$ cat src/rtl/cfgprog_pkg.sv
package cfgprog_pkg;
  localparam int CMD_W = 4;
  localparam int PAY_W = 16;
  localparam int FRM_W = CMD_W + PAY_W;
  localparam int PTR_W = 22;

  localparam logic [CMD_W-1:0] CMD_CORE  = 4'b0000;
  localparam logic [CMD_W-1:0] CMD_TBLWR = 4'b1111;

  // core instruction subset: opcode byte / argument byte
  localparam logic [7:0] OP_LIT = 8'h0E;
  localparam logic [7:0] OP_MOV = 8'h6E;
  localparam logic [7:0] OP_INC = 8'h2A;
  localparam logic [7:0] SEL_UP = 8'hF8;
  localparam logic [7:0] SEL_HI = 8'hF7;
  localparam logic [7:0] SEL_LO = 8'hF6;

  localparam logic [PTR_W-1:0] CFG_BASE = 22'h300000;

  typedef struct packed {
    logic [CMD_W-1:0] cmd;
    logic [PAY_W-1:0] pay;
  } frame_t;
endpackage

$ cat src/rtl/cfgprog_rx.sv
module cfgprog_rx
  import cfgprog_pkg::*;
(
  input  logic   clk,
  input  logic   rst,
  input  logic   sclk,
  input  logic   sdat,
  output logic   vld,
  output frame_t frm
);
  localparam int CW = $clog2(FRM_W);

  logic [1:0]       c_s, d_s;
  logic             c_q;
  logic [FRM_W-1:0] sh, nxt;
  logic [CW-1:0]    cnt;
  logic             fall;

  assign fall = c_q & ~c_s[1];
  assign nxt  = {d_s[1], sh[FRM_W-1:1]};

  always_ff @(posedge clk) begin
    if (rst) begin
      c_s <= '0;
      d_s <= '0;
      c_q <= 1'b0;
      sh  <= '0;
      cnt <= '0;
      vld <= 1'b0;
      frm <= '0;
    end else begin
      c_s <= {c_s[0], sclk};
      d_s <= {d_s[0], sdat};
      c_q <= c_s[1];
      vld <= 1'b0;
      if (fall) begin
        sh <= nxt;
        if (cnt == CW'(FRM_W - 1)) begin
          cnt     <= '0;
          vld     <= 1'b1;
          frm.cmd <= nxt[CMD_W-1:0];
          frm.pay <= nxt[FRM_W-1:CMD_W];
        end else begin
          cnt <= cnt + 1'b1;
        end
      end
    end
  end
endmodule

$ cat src/rtl/cfgprog_ptr.sv
module cfgprog_ptr
  import cfgprog_pkg::*;
(
  input  logic             clk,
  input  logic             rst,
  input  logic             ins_vld,
  input  logic [PAY_W-1:0] ins,
  output logic [PTR_W-1:0] ptr
);
  localparam int UP_W = PTR_W - 16;

  logic [7:0]      wreg, hi, lo;
  logic [UP_W-1:0] up;
  logic [7:0]      op, arg;

  assign op  = ins[15:8];
  assign arg = ins[7:0];
  assign ptr = {up, hi, lo};

  always_ff @(posedge clk) begin
    if (rst) begin
      wreg <= '0;
      up   <= '0;
      hi   <= '0;
      lo   <= '0;
    end else if (ins_vld) begin
      case (op)
        OP_LIT: wreg <= arg;
        OP_MOV: begin
          case (arg)
            SEL_UP:  up <= wreg[UP_W-1:0];
            SEL_HI:  hi <= wreg;
            SEL_LO:  lo <= wreg;
            default: ;
          endcase
        end
        OP_INC: if (arg == SEL_LO) lo <= lo + 8'd1;
        default: ;
      endcase
    end
  end
endmodule

$ cat src/rtl/cfgprog_store.sv
module cfgprog_store #(
  parameter int NCFG      = 16,
  parameter int LOCK_IDX  = 11,
  parameter int CFG_BIT   = 5,
  parameter int BOOT_BIT  = 6,
  localparam int AW       = $clog2(NCFG)
) (
  input  logic          clk,
  input  logic          rst,
  input  logic          we,
  input  logic [AW-1:0] waddr,
  input  logic [7:0]    wdata,
  input  logic [AW-1:0] raddr,
  output logic [7:0]    rdata,
  output logic          cfg_open,
  output logic          boot_open
);
  logic [7:0] mem [NCFG];

  // small array: reset to the erased value, one write and one registered read port
  always_ff @(posedge clk) begin
    if (rst) begin
      for (int i = 0; i < NCFG; i++) mem[i] <= 8'hFF;
      rdata <= 8'hFF;
    end else begin
      if (we) mem[waddr] <= wdata;
      rdata <= mem[raddr];
    end
  end

  // shadow of the two protect bits, kept beside the array
  always_ff @(posedge clk) begin
    if (rst) begin
      cfg_open  <= 1'b1;
      boot_open <= 1'b1;
    end else if (we && waddr == AW'(LOCK_IDX)) begin
      cfg_open  <= wdata[CFG_BIT];
      boot_open <= wdata[BOOT_BIT];
    end
  end
endmodule

$ cat src/rtl/cfgprog_port.sv
module cfgprog_port
  import cfgprog_pkg::*;
#(
  parameter int NCFG     = 16,
  parameter int PROG_CYC = 40,
  parameter int LOCK_IDX = 11,
  parameter int CFG_BIT  = 5,
  parameter int BOOT_BIT = 6,
  parameter int BOOT_AW  = 9,
  localparam int AW      = $clog2(NCFG)
) (
  input  logic               clk,
  input  logic               rst,
  input  logic               pgc,
  input  logic               pgd,
  input  logic [AW-1:0]      rd_addr,
  output logic [7:0]         rd_data,
  output logic [PTR_W-1:0]   ptr,
  output logic               busy,
  output logic               err,
  output logic               fl_we,
  output logic [BOOT_AW-1:0] fl_addr,
  output logic [PAY_W-1:0]   fl_data
);
  localparam int BCW = $clog2(PROG_CYC + 1);

  logic             frm_vld;
  frame_t           frm;
  logic             wr_req, mem_we, in_cfg, in_boot;
  logic             cfg_open, boot_open;
  logic [PTR_W-1:0] off;
  logic [7:0]       wbyte;
  logic [BCW-1:0]   bcnt;

  cfgprog_rx u_rx (
    .clk (clk), .rst (rst), .sclk (pgc), .sdat (pgd),
    .vld (frm_vld), .frm (frm)
  );

  cfgprog_ptr u_ptr (
    .clk (clk), .rst (rst),
    .ins_vld (frm_vld && frm.cmd == CMD_CORE),
    .ins (frm.pay), .ptr (ptr)
  );

  assign off     = ptr - CFG_BASE;
  assign in_cfg  = off < PTR_W'(NCFG);
  assign in_boot = (ptr >> BOOT_AW) == '0;
  assign wr_req  = frm_vld && frm.cmd == CMD_TBLWR;
  assign wbyte   = ptr[0] ? frm.pay[15:8] : frm.pay[7:0];
  assign mem_we  = wr_req && !busy && in_cfg && cfg_open;

  cfgprog_store #(
    .NCFG (NCFG), .LOCK_IDX (LOCK_IDX), .CFG_BIT (CFG_BIT), .BOOT_BIT (BOOT_BIT)
  ) u_store (
    .clk (clk), .rst (rst), .we (mem_we), .waddr (off[AW-1:0]), .wdata (wbyte),
    .raddr (rd_addr), .rdata (rd_data), .cfg_open (cfg_open), .boot_open (boot_open)
  );

  always_ff @(posedge clk) begin
    if (rst) begin
      busy    <= 1'b0;
      bcnt    <= '0;
      err     <= 1'b0;
      fl_we   <= 1'b0;
      fl_addr <= '0;
      fl_data <= '0;
    end else begin
      fl_we <= 1'b0;
      if (busy) begin
        if (bcnt == '0) busy <= 1'b0;
        else            bcnt <= bcnt - 1'b1;
      end
      if (wr_req) begin
        if (busy) begin
          err <= 1'b1;
        end else if (in_cfg) begin
          busy <= 1'b1;
          bcnt <= BCW'(PROG_CYC - 1);
        end else if (in_boot && boot_open) begin
          busy    <= 1'b1;
          bcnt    <= BCW'(PROG_CYC - 1);
          fl_we   <= 1'b1;
          fl_addr <= ptr[BOOT_AW-1:0];
          fl_data <= frm.pay;
        end else begin
          err <= 1'b1;
        end
      end
    end
  end
endmodule

$ cat config.mk
export PLATFORM = sky130hd
export DESIGN_NAME = cfgprog_port
export DESIGN_NICKNAME = d
export VERILOG_FILES = /design/src/rtl/cfgprog_pkg.sv /design/src/rtl/cfgprog_rx.sv /design/src/rtl/cfgprog_ptr.sv /design/src/rtl/cfgprog_store.sv /design/src/rtl/cfgprog_port.sv
export SDC_FILE = /design/constraint.sdc
export NUM_CORES = 1
export LEC_CHECK = 0
export ABC_AREA = 0
export BUFFER_PORTS_ARGS = -buffer_cell sky130_fd_sc_hd__clkbuf_2
export CORE_MARGIN = 8
export CORE_UTILIZATION = 60
export CTS_CLUSTER_SIZE = 20
export DETAILED_ROUTE_END_ITERATION = 7
export GPL_ROUTABILITY_DRIVEN = 0
export HOLD_SLACK_MARGIN = 0.1
export PLACE_DENSITY = 0.83
export SLEW_MARGIN = 15
export SYNTH_ARGS = -nofsm -noshare
export SYNTH_HDL_FRONTEND = slang
export SYNTH_HIERARCHICAL = 1
export SYNTH_SLANG_ARGS = --single-unit
export TNS_END_PERCENT = 30
$ cat constraint.sdc
create_clock -name clk -period 4 [get_ports clk]
set_input_delay 0.2 -clock clk [delete_from_list [all_inputs] [get_ports clk]]
set_output_delay 0.2 -clock clk [all_outputs]
set_load 0.03 [all_outputs]
==> impl_results.md, run 1 <==
* Outcome: completed
* Fin crit period at 3.198 ns
* Max Slew Vio Count at 0
* Area Growth Syn to Fin at 11.09%
* Worst R2R Setup Slack at 0.80 ns
* Max cap viols at 0
* Die area at roughly 24000 um2
* TritonRoute pass-1 iters at 5
* CTS H-tree lvls at 1
* Synth Register Bits at 252
* Worst setup endpoint: u_store/mem[13][5]
* CTS Hold Bufs at 2
* CTS sink count at roughly 250
* Total track usage at 22.35%
* Global-route wire length before repair at 43280 um
* Drt wl/cell at 20.15 um
* Synth area leader: edfxtp_1
* CTS Buffer Depth at 3
* Antenna cells at 0
* Synth top area cells: edfxtp_1 33%, dfxtp_1 21%, nand2b_1 5.3%
* CP startpoint kind: flop
* Largest fanout on the critical path at 30
* Pleak at approximately 4.3 nW
* I/O pins at 66
* Largest net degree at the start of global routing at slightly above 60
* Cell area after layout at 12910 um2
* Clock latency on the worst-skew pair at 0.52 ns
* Dpl hpwl at 17890 um
* Post-layout net count at between 1000 and 1500
* EDFF count, synth at around 130
* Setup_tns at 0 ns
* Post-CTS Setup Bufs at 0
* Worst Tran Pin Value at 1.000 ns
* Synth top area share at 33.06%
* Number of I/O port buffers at 65
* Max incr delay on CP at a little under 0.6 ns
* Post-synthesis sequential area ratio at 54.42%
* CP Data Arrival Time at 3.40 ns
* Via-to-Cell Ratio at 6.034
* Share of post-route cells with drive strength above 1 at 27.11%
* Initial Util at 60.52%
* WP data required at 4.21 ns
* FF-to-FF End: u_store/mem[13][5]
* # rows at 51
* Pwr/cell area at 426.7 nW/um2
* Routed Antenna Nets at 0
* CP Capture Type: flop
* Crit path cell chain: nor4_2 -> nand3_1 -> buf_4 -> nor4_2 -> buf_4 -> nand4b_1 -> nor2b_1 -> or2_2
* CTS Buf Count at 27
* Core area at about 19000 um2
* Ys Warns at 6
* Synthesized Nets at 1033
* Synthesized cell area at 11620 um2
* Post_cts resized at 0
* Crit Path Category: reg2reg
* CP startpoint: u_ptr/hi[1]
* Async S/R FF share, synth at 0%
* Fin util at 67.23%
* Post-route DRC at 0
* Die Height at 155.2 um
* R2r worst-path depth at 8
* Unrepaired setup endpoints after global routing: false
* Crit share post-route at 79.94%
* Top FF cell, synth: edfxtp_1
* Most frequent cell after synthesis: edfxtp_1
* Total wire length at 27040 um
* CTS clk-pin slew, worst paths at around 0.060 ns
* Max_slew headroom at 33.31%
* Top post-synthesis cells by count: 128 x edfxtp_1, 124 x dfxtp_1, 99 x nand2b_1
* Initial antenna violation count at 0
* Max Freq at 312.7 MHz
* Maximum vdd drop at 482.8 uV
* Global route total overflow at 0
* Final Skew at about 0.013 ns
* Synth cell types at 79
* Via count at 8097
* Slowest CP cell: nor2b_1
* RR Startpoint: u_ptr/hi[1]
* Cell Area, Placed at 11990 um2
* Clock tree root buffer cell: clkbuf_16
* Final hold violation count at 0
* DR iter-0 viols at ~730
* TritonCTS clock tree: done
* Die Span X at 155.2 um
* Vias in the first global route at 7951
* Worst min path class: in2reg
* Post-Synthesis Cells at ~1000
* Mean area per synthesized cell at 11.39 um2
* Final setup fails at 0
flip-flops by register name (all words and copies together), names as in the netlist, 2 cells and up:
register	count
u_rx/sh	19
u_rx/d_s	2
u_ptr/hi	8
bcnt	6
u_rx/cnt	5
u_store/rdata	8
u_store/mem	128
u_ptr/up	6
u_ptr/wreg	8
u_rx/c_s	2
fl_addr	9
fl_data	16
u_ptr/lo	8
u_rx/frm	20
report_power, final:
group / switching (mW) / internal (mW)
Sequential: 0.0326 / 2.79
Clock: 0.971 / 1.48
Combinational: 0.140 / 0.0965
Total: 1.14 / 4.37
cell type report:
class / count / area, um2
fillers: 1410 / 6294
multi-input cells: 692 / 4922
clock inverters: 14 / 151.4
clock buffers: 34 / 733.2
flip-flops and latches: 252 / 6326
well taps: 265 / 331.6
inverters: 9 / 33.78
repair buffers: 76 / 415.4
worst min path at each step:
stage,from,to,slack (ns),cells past startpoint
2_1_floorplan,pgc,u_rx/c_s[0],0.33,1
3_3_place_gp,pgc,u_rx/c_s[0],0.42,2
3_5_place_dp,pgc,u_rx/c_s[0],0.42,2
4_1_cts,rd_addr[2],u_store/rdata[2],0.11,3
5_1_grt,rd_addr[2],u_store/rdata[2],0.14,3
6_report,rd_addr[2],u_store/rdata[2],0.14,3
placed cells by master (no fill, tap or decap), types with 6 or more instances in the layout:
| master | count |
|---|---|
| edfxtp_1 | 128 |
| o221ai_1 | 8 |
| nand2b_1 | 99 |
| nor3_1 | 12 |
| o211ai_1 | 8 |
| inv_1 | 9 |
| nand3_1 | 23 |
| a211oi_1 | 6 |
| a21oi_1 | 67 |
| o21ai_1 | 35 |
| dfxtp_1 | 124 |
| mux2_4 | 8 |
| or3_1 | 11 |
| nor4_2 | 6 |
| nor2_1 | 16 |
| buf_4 | 10 |
| clkbuf_16 | 27 |
| a221oi_1 | 8 |
| o21ai_0 | 10 |
| mux4_2 | 8 |
| clkinv_2 | 6 |
| mux2i_1 | 31 |
| clkbuf_2 | 65 |
| mux2_2 | 48 |
| or2_2 | 84 |
| o22ai_1 | 10 |
| nand4_1 | 30 |
| nand2_1 | 68 |
| nor2b_1 | 11 |
worst max-delay path: cells and delay by family (launching register included):
kind | cells | cell delay [ns]
flops | 1 | 0.33
simple gates | 6 | 2.09
buf+inv | 2 | 0.46
logic make-up (layout without fill, tap and decap cells):
group | count (synthesis) | in the layout | share of synthesized area [%]
AND/OR/NAND/NOR | 409 | 409 | 22.09
flip-flops | 252 | 252 | 54.42
AO/OA/AOI/OAI | 180 | 180 | 9.493
multiplexers | 95 | 95 | 9.902
buffers and inverters | 77 | 133 | 3.369
adder cells (fa/ha/maj) | 4 | 4 | 0.4305
XOR/XNOR | 4 | 4 | 0.3014
metal layers:
metal / wire length, um / vias to the layer above / global-route usage (%)
li1: - / 3806 / -
met1: 11190 / 3891 / 28.92
met2: 13300 / 336 / 37.81
met3: 1721 / 64 / 3.051
met4: 826 / 0 / 8.087
met5: 0 / - / 0
through the flow:
stage          hold WS (ns)  std cells  setup WS, ns  power (mW)
2_1_floorplan        0.3282       1021         1.045       3.040
3_3_place_gp         0.4156       1292        0.9668       3.101
3_5_place_dp         0.4188       1292        0.8521       3.106
4_1_cts              0.1149       1342        0.8421       5.534
5_1_grt              0.1380       1342        0.5605       5.669
6_report             0.1399       1342        0.8023       5.510
Power figures use the tool's default switching activity.
==> run 2, diff against run 1 <==
--- a/config.mk
+++ b/config.mk
@@ -8,12 +8,12 @@
 export ABC_AREA = 0
 export BUFFER_PORTS_ARGS = -buffer_cell sky130_fd_sc_hd__clkbuf_2
 export CORE_MARGIN = 8
-export CORE_UTILIZATION = 60
+export CORE_UTILIZATION = 55
 export CTS_CLUSTER_SIZE = 20
 export DETAILED_ROUTE_END_ITERATION = 7
 export GPL_ROUTABILITY_DRIVEN = 0
 export HOLD_SLACK_MARGIN = 0.1
-export PLACE_DENSITY = 0.83
+export PLACE_DENSITY = 0.8
 export SLEW_MARGIN = 15
 export SYNTH_ARGS = -nofsm -noshare
 export SYNTH_HDL_FRONTEND = slang
==> constraint.sdc (replaced) <==
create_clock -name clk -period 2.6 [get_ports clk]
set_input_delay 0.13 -clock clk [delete_from_list [all_inputs] [get_ports clk]]
set_output_delay 0.13 -clock clk [all_outputs]
set_load 0.03 [all_outputs]
==> run 2 against run 1 <==
Non-clock buffer count grew 33. Combinational power grew 67%. Routed wire length is 1.8% higher. Setup slack worse by 0.73 ns.
==> impl_results.md, run 2 (synthesized netlist as in run 1, its figures left out) <==
* Outcome: completed
* Initial antenna violation count at 0 (unchanged)
* Max cap viols at 0 (unchanged)
* Core area at 20890 um2 (+8.8%)
* Max incr delay on CP at 0.36 ns (-0.23 ns)
* Post-CTS Setup Bufs at 0 (unchanged)
* Die area at 26040 um2 (+8.1%)
* Share of post-route cells with drive strength above 1 at 30.30% (+3.2 points)
* CTS Buffer Depth at 3 (unchanged)
* Slowest CP cell: or2_2
* Number of I/O port buffers at 65 (unchanged)
* Pleak at 4.464 nW (+2.8%)
* CP Capture Type: flop
* Routed Antenna Nets at 0 (unchanged)
* Crit share post-route at 97.18% (+17 points)
* Drt wl/cell at 19.89 um (-1.3%)
* Clock tree root buffer cell: clkbuf_16
* Die Height at 161.4 um (+4.0%)
* Max Freq at 395.8 MHz (+27%)
* Largest net degree at the start of global routing at 107 (+73%)
* Worst min path class: in2reg
* CTS Buf Count at 26 (-3.7%)
* Post-route DRC at 0 (unchanged)
* CP Data Arrival Time at 2.78 ns (-0.62 ns)
* # rows at 53 (+3.9%)
* Maximum vdd drop at 490.1 uV (+1.5%)
* Cell Area, Placed at 12280 um2 (+2.4%)
* CP startpoint kind: flop
* Max Slew Vio Count at 0 (unchanged)
* Worst Tran Pin Value at 0.9388 ns (-0.06158 ns)
* CTS H-tree lvls at 1 (unchanged)
* Fin crit period at 2.527 ns (-0.6710 ns)
* Power Total at 8.263 mW (+50%)
* Cell area after layout at 13160 um2 (+1.9%)
* WP data required at 2.86 ns (-1.35 ns)
* CTS clk-pin slew, worst paths at 0.06 ns (about the same)
* Vias in the first global route at 8070 (+1.5%)
* Top flop regs: u_store/mem (128), u_rx/frm (20), u_rx/sh (19)
* Post-layout net count at 1102 (+3.0%)
* Total track usage at 20.58% (-1.8 points)
* Final setup fails at 0 (unchanged)
* Max_slew headroom at 37.41% (+4.1 points)
* Pwr/cell area at 627.7 nW/um2 (+47%)
* Initial Util at 55.65% (-4.9 points)
* Crit path cell chain: nor4_2 -> nand3_1 -> nor4_4 -> buf_4 -> and4bb_2 -> nand2_1 -> or2_2
* Commonest non-fill, non-tap cells in the layout: 128 x edfxtp_1, 117 x dfxtp_1, 91 x nand2b_1, 83 x or2_2, 68 x nand2_1
* Total wire length at 27530 um (+1.8%)
* Area Growth Syn to Fin at 13.24%
* Clock latency on the worst-skew pair at 0.51 ns (about the same)
* I/O pins at 66 (unchanged)
* Dpl hpwl at 18430 um (+3.0%)
* Max FFs per register at 128 (unchanged)
* Via count at 8284 (+2.3%)
* TritonRoute pass-1 iters at 8 (+3)
* Largest fanout on the critical path at 9 (-70%)
* Global route total overflow at 0 (unchanged)
* Global-route wire length before repair at 43350 um (+0.16%)
* Unrepaired setup endpoints after global routing: true
* Antenna cells at 0 (unchanged)
* Via-to-Cell Ratio at 5.986 (-0.80%)
* Final Skew at 0.009142 ns (-0.003808 ns)
* Die Span X at 161.4 um (+4.0%)
* Final hold violation count at 0 (unchanged)
* TritonCTS clock tree: done
* Largest register by flop count: u_store/mem
* Commonest non-fill, non-tap cell in the layout: edfxtp_1
* Crit Path Category: reg2reg
* CTS sink count at 252 (unchanged)
* DR iter-0 viols at 670 (-8.0%)
run 2: cell count changes in the layout (fill, tap and decap cells not counted), moves of 2 or more:
cell	change
dlygate4sd3_1	+3
dfxtp_1	-7
or2_4	+2
nand2b_2	+8
dfxtp_2	+6
nand2b_1	-8
bufinv_16	-2
buf_4	+29
clkbuf_1	+4
run 2: metal layers:
metal / vias to the layer above / GRT usage, % / share of wire, %
met3: 76 / 2.774 / 6.1
li1: 3873 / - / -
met4: 0 / 9.133 / 4.0
met2: 314 / 34.47 / 48
met5: - / 0 / 0
met1: 4021 / 26.23 / 42
run 2: path summary, 6_finish.rpt:
path	start	to	slack (ns)	cells after the start
max	u_ptr/hi[6]	u_store/mem[10][5]	0.07	7
max reg2reg	u_ptr/hi[6]	u_store/mem[10][5]	0.07	7
min reg2reg	u_rx/c_s[0]	u_rx/c_s[1]	0.44	1
min	rd_addr[3]	u_store/rdata[6]	0.20	4
run 2: layout make-up:
| class | instances | area (um2) |
|---|---|---|
| Tap cell | 275 | 344.1 |
| Clock inverter | 9 | 77.57 |
| Inverter | 9 | 33.78 |
| Multi-Input combinational cell | 692 | 4949 |
| Timing Repair Buffer | 109 | 683.2 |
| Sequential cell | 252 | 6337 |
| Clock buffer | 38 | 739.5 |
| Fill cell | 1602 | 7725 |
run 2: what timing repair did:
| item | CTS | global route |
|---|---|---|
| hold buffers | 5 | 0 |
| endpoints found under the setup margin | 3 | 65 |
| gates cloned | 0 | 0 |
| hold endpoints to repair | 17 | 0 |
| resized for setup | 1 | 6 |
| pin swaps | 0 | 1 |
run 2: critical path: cells and delay by family, from the launching register on:
family / cells / cell delay (ns)
AND/OR/NAND/NOR: 6 / 1.73
buffers and inverters: 1 / 0.19
flip-flops: 1 / 0.35
run 2: report_power, final:
part / internal, mW / switching [mW] / leakage [nW]
Clock: 2.07 / 1.47 / 0.405
Sequential: 4.28 / 0.0457 / 2.30
Combinational: 0.165 / 0.228 / 1.76
run 2: per-stage QoR:
stage               worst slack (ns)  cells  utilization, %  hold slack [ns]  TNS [ns]
global route                -0.01741   1384           63.02           0.2099   -0.1256
global placement             0.04903   1332           58.78           0.3405         0
finish                       0.07332   1384           63.02           0.1972         0
detailed placement         0.0003655   1332           58.78           0.3425         0
CTS                          0.01954   1384           62.95           0.1639         0
floorplan                   -0.03956   1021               -           0.2582   -0.5277
==> run 3, diff against run 2 <==
--- a/config.mk
+++ b/config.mk
@@ -7,6 +7,7 @@
 export LEC_CHECK = 0
 export ABC_AREA = 0
 export BUFFER_PORTS_ARGS = -buffer_cell sky130_fd_sc_hd__clkbuf_2
+export CORE_ASPECT_RATIO = 2
 export CORE_MARGIN = 8
 export CORE_UTILIZATION = 55
 export CTS_CLUSTER_SIZE = 20
==> run 3 against run 2 <==
Register-to-register slack improved by 0.03 ns. Global-route usage is 1.7 points higher. Clock skew rose by 0.014 ns. Largest power group unchanged. Highest routed layer unchanged.
==> impl_results.md, run 3 (synthesized netlist as in run 1, its figures left out) <==
* Die area at 26330 um2 (+1.1%)
* Global-route wire length before repair at 46130 um (+6.4%)
* Combinational share of power at 4.9% (about the same)
* Post-route DRC at 0 (unchanged)
* DR iter-0 viols at 522 (-22%)
* Dpl hpwl at 21520 um (+17%)
* Post-layout net count at 1107 (+0.45%)
* Max Freq at 400.0 MHz (+1.1%)
* Cell Area, Placed at 12360 um2 (+0.69%)
* Crit share post-route at 96.15% (-1.0 points)
* DP Worst Slack at -0.1131 ns (-0.1135 ns)
* Hold path startpoint: rst
* Worst min path class: in2reg
* Crit path max-delay family: simple AND/OR/NAND/NOR gates
* Global route total overflow at 0 (unchanged)
* Routed Antenna Nets at 0 (unchanged)
* Clock latency on the worst-skew pair at 0.52 ns (about the same)
* Largest register by flop count: u_store/mem
* Final Skew at 0.02296 ns (+0.01382 ns)
* Max incr delay on CP at 0.36 ns (about the same)
* Met1 wire length at 10070 um (-12%)
* Via count at 8296 (+0.14%)
* CP startpoint kind: flop
* Routed met2 length at 16440 um (+24%)
* Slowest CP cell: or2_2
* Worst Tran Pin Value at 0.6562 ns (-0.2827 ns)
* Worst R2R Setup Slack at 0.10 ns (+0.03 ns)
* Sequential power share at 53.1% (+0.7 points)
* Antenna cells at 0 (unchanged)
* Crit Path Category: reg2reg
* CTS sink count at 252 (unchanged)
* Number of I/O port buffers at 65 (unchanged)
* Cell area after layout at 13200 um2 (+0.26%)
* Crit path cell chain: nor4_2 -> nand3_2 -> nor4_4 -> buf_4 -> and4bb_2 -> nand2_1 -> or2_2
* FF-to-FF End: u_store/mem[6][5]
* Die Span X at 118.8 um (-26%)
* Drt wl/cell at 21.81 um (+9.6%)
* RR Startpoint: u_ptr/hi[6]
* Net Sw Power at 1.705 mW (-2.1%)
* CTS Buf Count at 22 (-15%)
* # rows at 75 (+42%)
* Outcome: completed
* Hold path cells at 2 (-2)
* Largest net degree at the start of global routing at 86 (-20%)
* Fin crit period at 2.500 ns (-0.02691 ns)
* Final hold violation count at 0 (unchanged)
* CTS Buffer Depth at 3 (unchanged)
* Hold_ws at 0.1085 ns (-0.08872 ns)
* Commonest non-fill, non-tap cells in the layout: 128 x edfxtp_1, 117 x dfxtp_1, 90 x nand2b_1, 83 x or2_2
* Core area at 20830 um2 (-0.27%)
* Commonest non-fill, non-tap cell in the layout: edfxtp_1
* Setup ws final at 0.1002 ns (+0.02691 ns)
* TritonCTS clock tree: done
* Top flop regs: u_store/mem (128), u_rx/frm (20), u_rx/sh (19)
* Area Growth Syn to Fin at 13.53%
* Max cap viols at 0 (unchanged)
* CP Data Arrival Time at 2.75 ns (-0.03 ns)
* Maximum vdd drop at 592.1 uV (+21%)
* Max FFs per register at 128 (unchanged)
* Share of post-route cells with drive strength above 1 at 31.05% (+0.76 points)
* Hold EP: u_rx/cnt[1]
* TritonRoute pass-1 iters at 5 (-3)
* Sw Ratio at 20.88% (-0.20 points)
* Internal at 6.461 mW (-0.92%)
* Total wire length at 30090 um (+9.3%)
* Total track usage at 22.29% (+1.7 points)
* Unrepaired setup endpoints after global routing: false
* WP data required at 2.85 ns (about the same)
* Wire length on met3 at 1519 um (-9.9%)
* Max_slew headroom at 56.20% (+19 points)
* Max Slew Vio Count at 0 (unchanged)
* R2r worst-path depth at 7 (unchanged)
* Pwr/cell area at 618.8 nW/um2 (-1.4%)
* CTS H-tree lvls at 1 (unchanged)
* Clock tree root buffer cell: clkbuf_16
* CTS clk-pin slew, worst paths at 0.07 ns (about the same)
* Clock group share of total power at 42.1% (-0.8 points)
* I/O pins at 66 (unchanged)
* Final setup fails at 0 (unchanged)
* Via-to-Cell Ratio at 6.012 (+0.44%)
* Top Layer Used: met4
* Initial Util at 55.80% (+0.15 points)
* Vias in the first global route at 8301 (+2.9%)
* Initial antenna violation count at 0 (unchanged)
* CP bufs+invs at 1 (unchanged)
* Pleak at 4.487 nW (+0.51%)
* CP Capture Type: flop
* Largest fanout on the critical path at 9 (unchanged)
* Die Height at 221.6 um (+37%)
-- run 3: routing by layer --
layer  global-route usage (%)  vias up
li1                         -     3880
met1                    21.47     4008
met2                    41.95      303
met3                    3.596      105
met4                    15.11        0
met5                        0        -
-- run 3: stage by stage --
| step | TNS [ns] | instances | util, % | power [mW] |
|---|---|---|---|---|
| 3_5_place_dp | -2.410 | 1335 | 59.35 | 4.813 |
| 4_1_cts | 0 | 1379 | 63.21 | 8.207 |
| 2_1_floorplan | -0.5277 | 1021 | - | 4.677 |
| 6_report | 0 | 1380 | 63.35 | 8.166 |
| 3_3_place_gp | 0 | 1335 | 59.35 | 4.799 |
| 5_1_grt | 0 | 1380 | 63.35 | 8.384 |
-- run 3: final cells by class --
cell class / instances / area, um2
tap: 269 / 336.6
inverter: 9 / 33.78
clock inverter: 14 / 173.9
timing repair buffer: 118 / 770.7
clock buffer: 26 / 586.8
fill: 1618 / 7635
multi-input combinational: 692 / 4959
sequential: 252 / 6337
-- run 3: how the worst max path moves through the flow --
stage	cells after the start	slack [ns]	end	start
floorplan	9	-0.04	u_store/mem[12][0]	u_ptr/hi[6]
detailed placement	6	-0.11	u_store/mem[2][1]	u_ptr/hi[6]
global placement	6	0.04	u_store/mem[2][1]	u_ptr/hi[6]
CTS	7	0.009	u_store/mem[1][0]	u_ptr/hi[6]
finish	7	0.10	u_store/mem[6][5]	u_ptr/hi[6]
global route	7	0.002	u_ptr/lo[5]	u_rx/frm[17]
-- run 3: worst reg2reg max path: stages (launching register included) --
cell and delay (ns):
dfxtp_4 0.35, nor4_2 0.32, nand3_2 0.20, nor4_4 0.27, buf_4 0.19, and4bb_2 0.35
nand2_1 0.19, or2_2 0.36
-- run 3: what timing repair did --
item,CTS,global route
setup buffers,1,1
hold endpoints to repair,9,0
resized for setup,2,8
hold buffers,3,0
pin swaps,1,0
endpoints found under the setup margin,72,111
-- run 3: power by group through the flow --
stage	logic [mW]	registers [mW]	clock network (mW)
floorplan	0.259	4.42	0
global placement	0.382	4.42	0
detailed placement	0.389	4.42	0
CTS	0.395	4.34	3.48
global route	0.419	4.34	3.62
finish	0.397	4.33	3.43
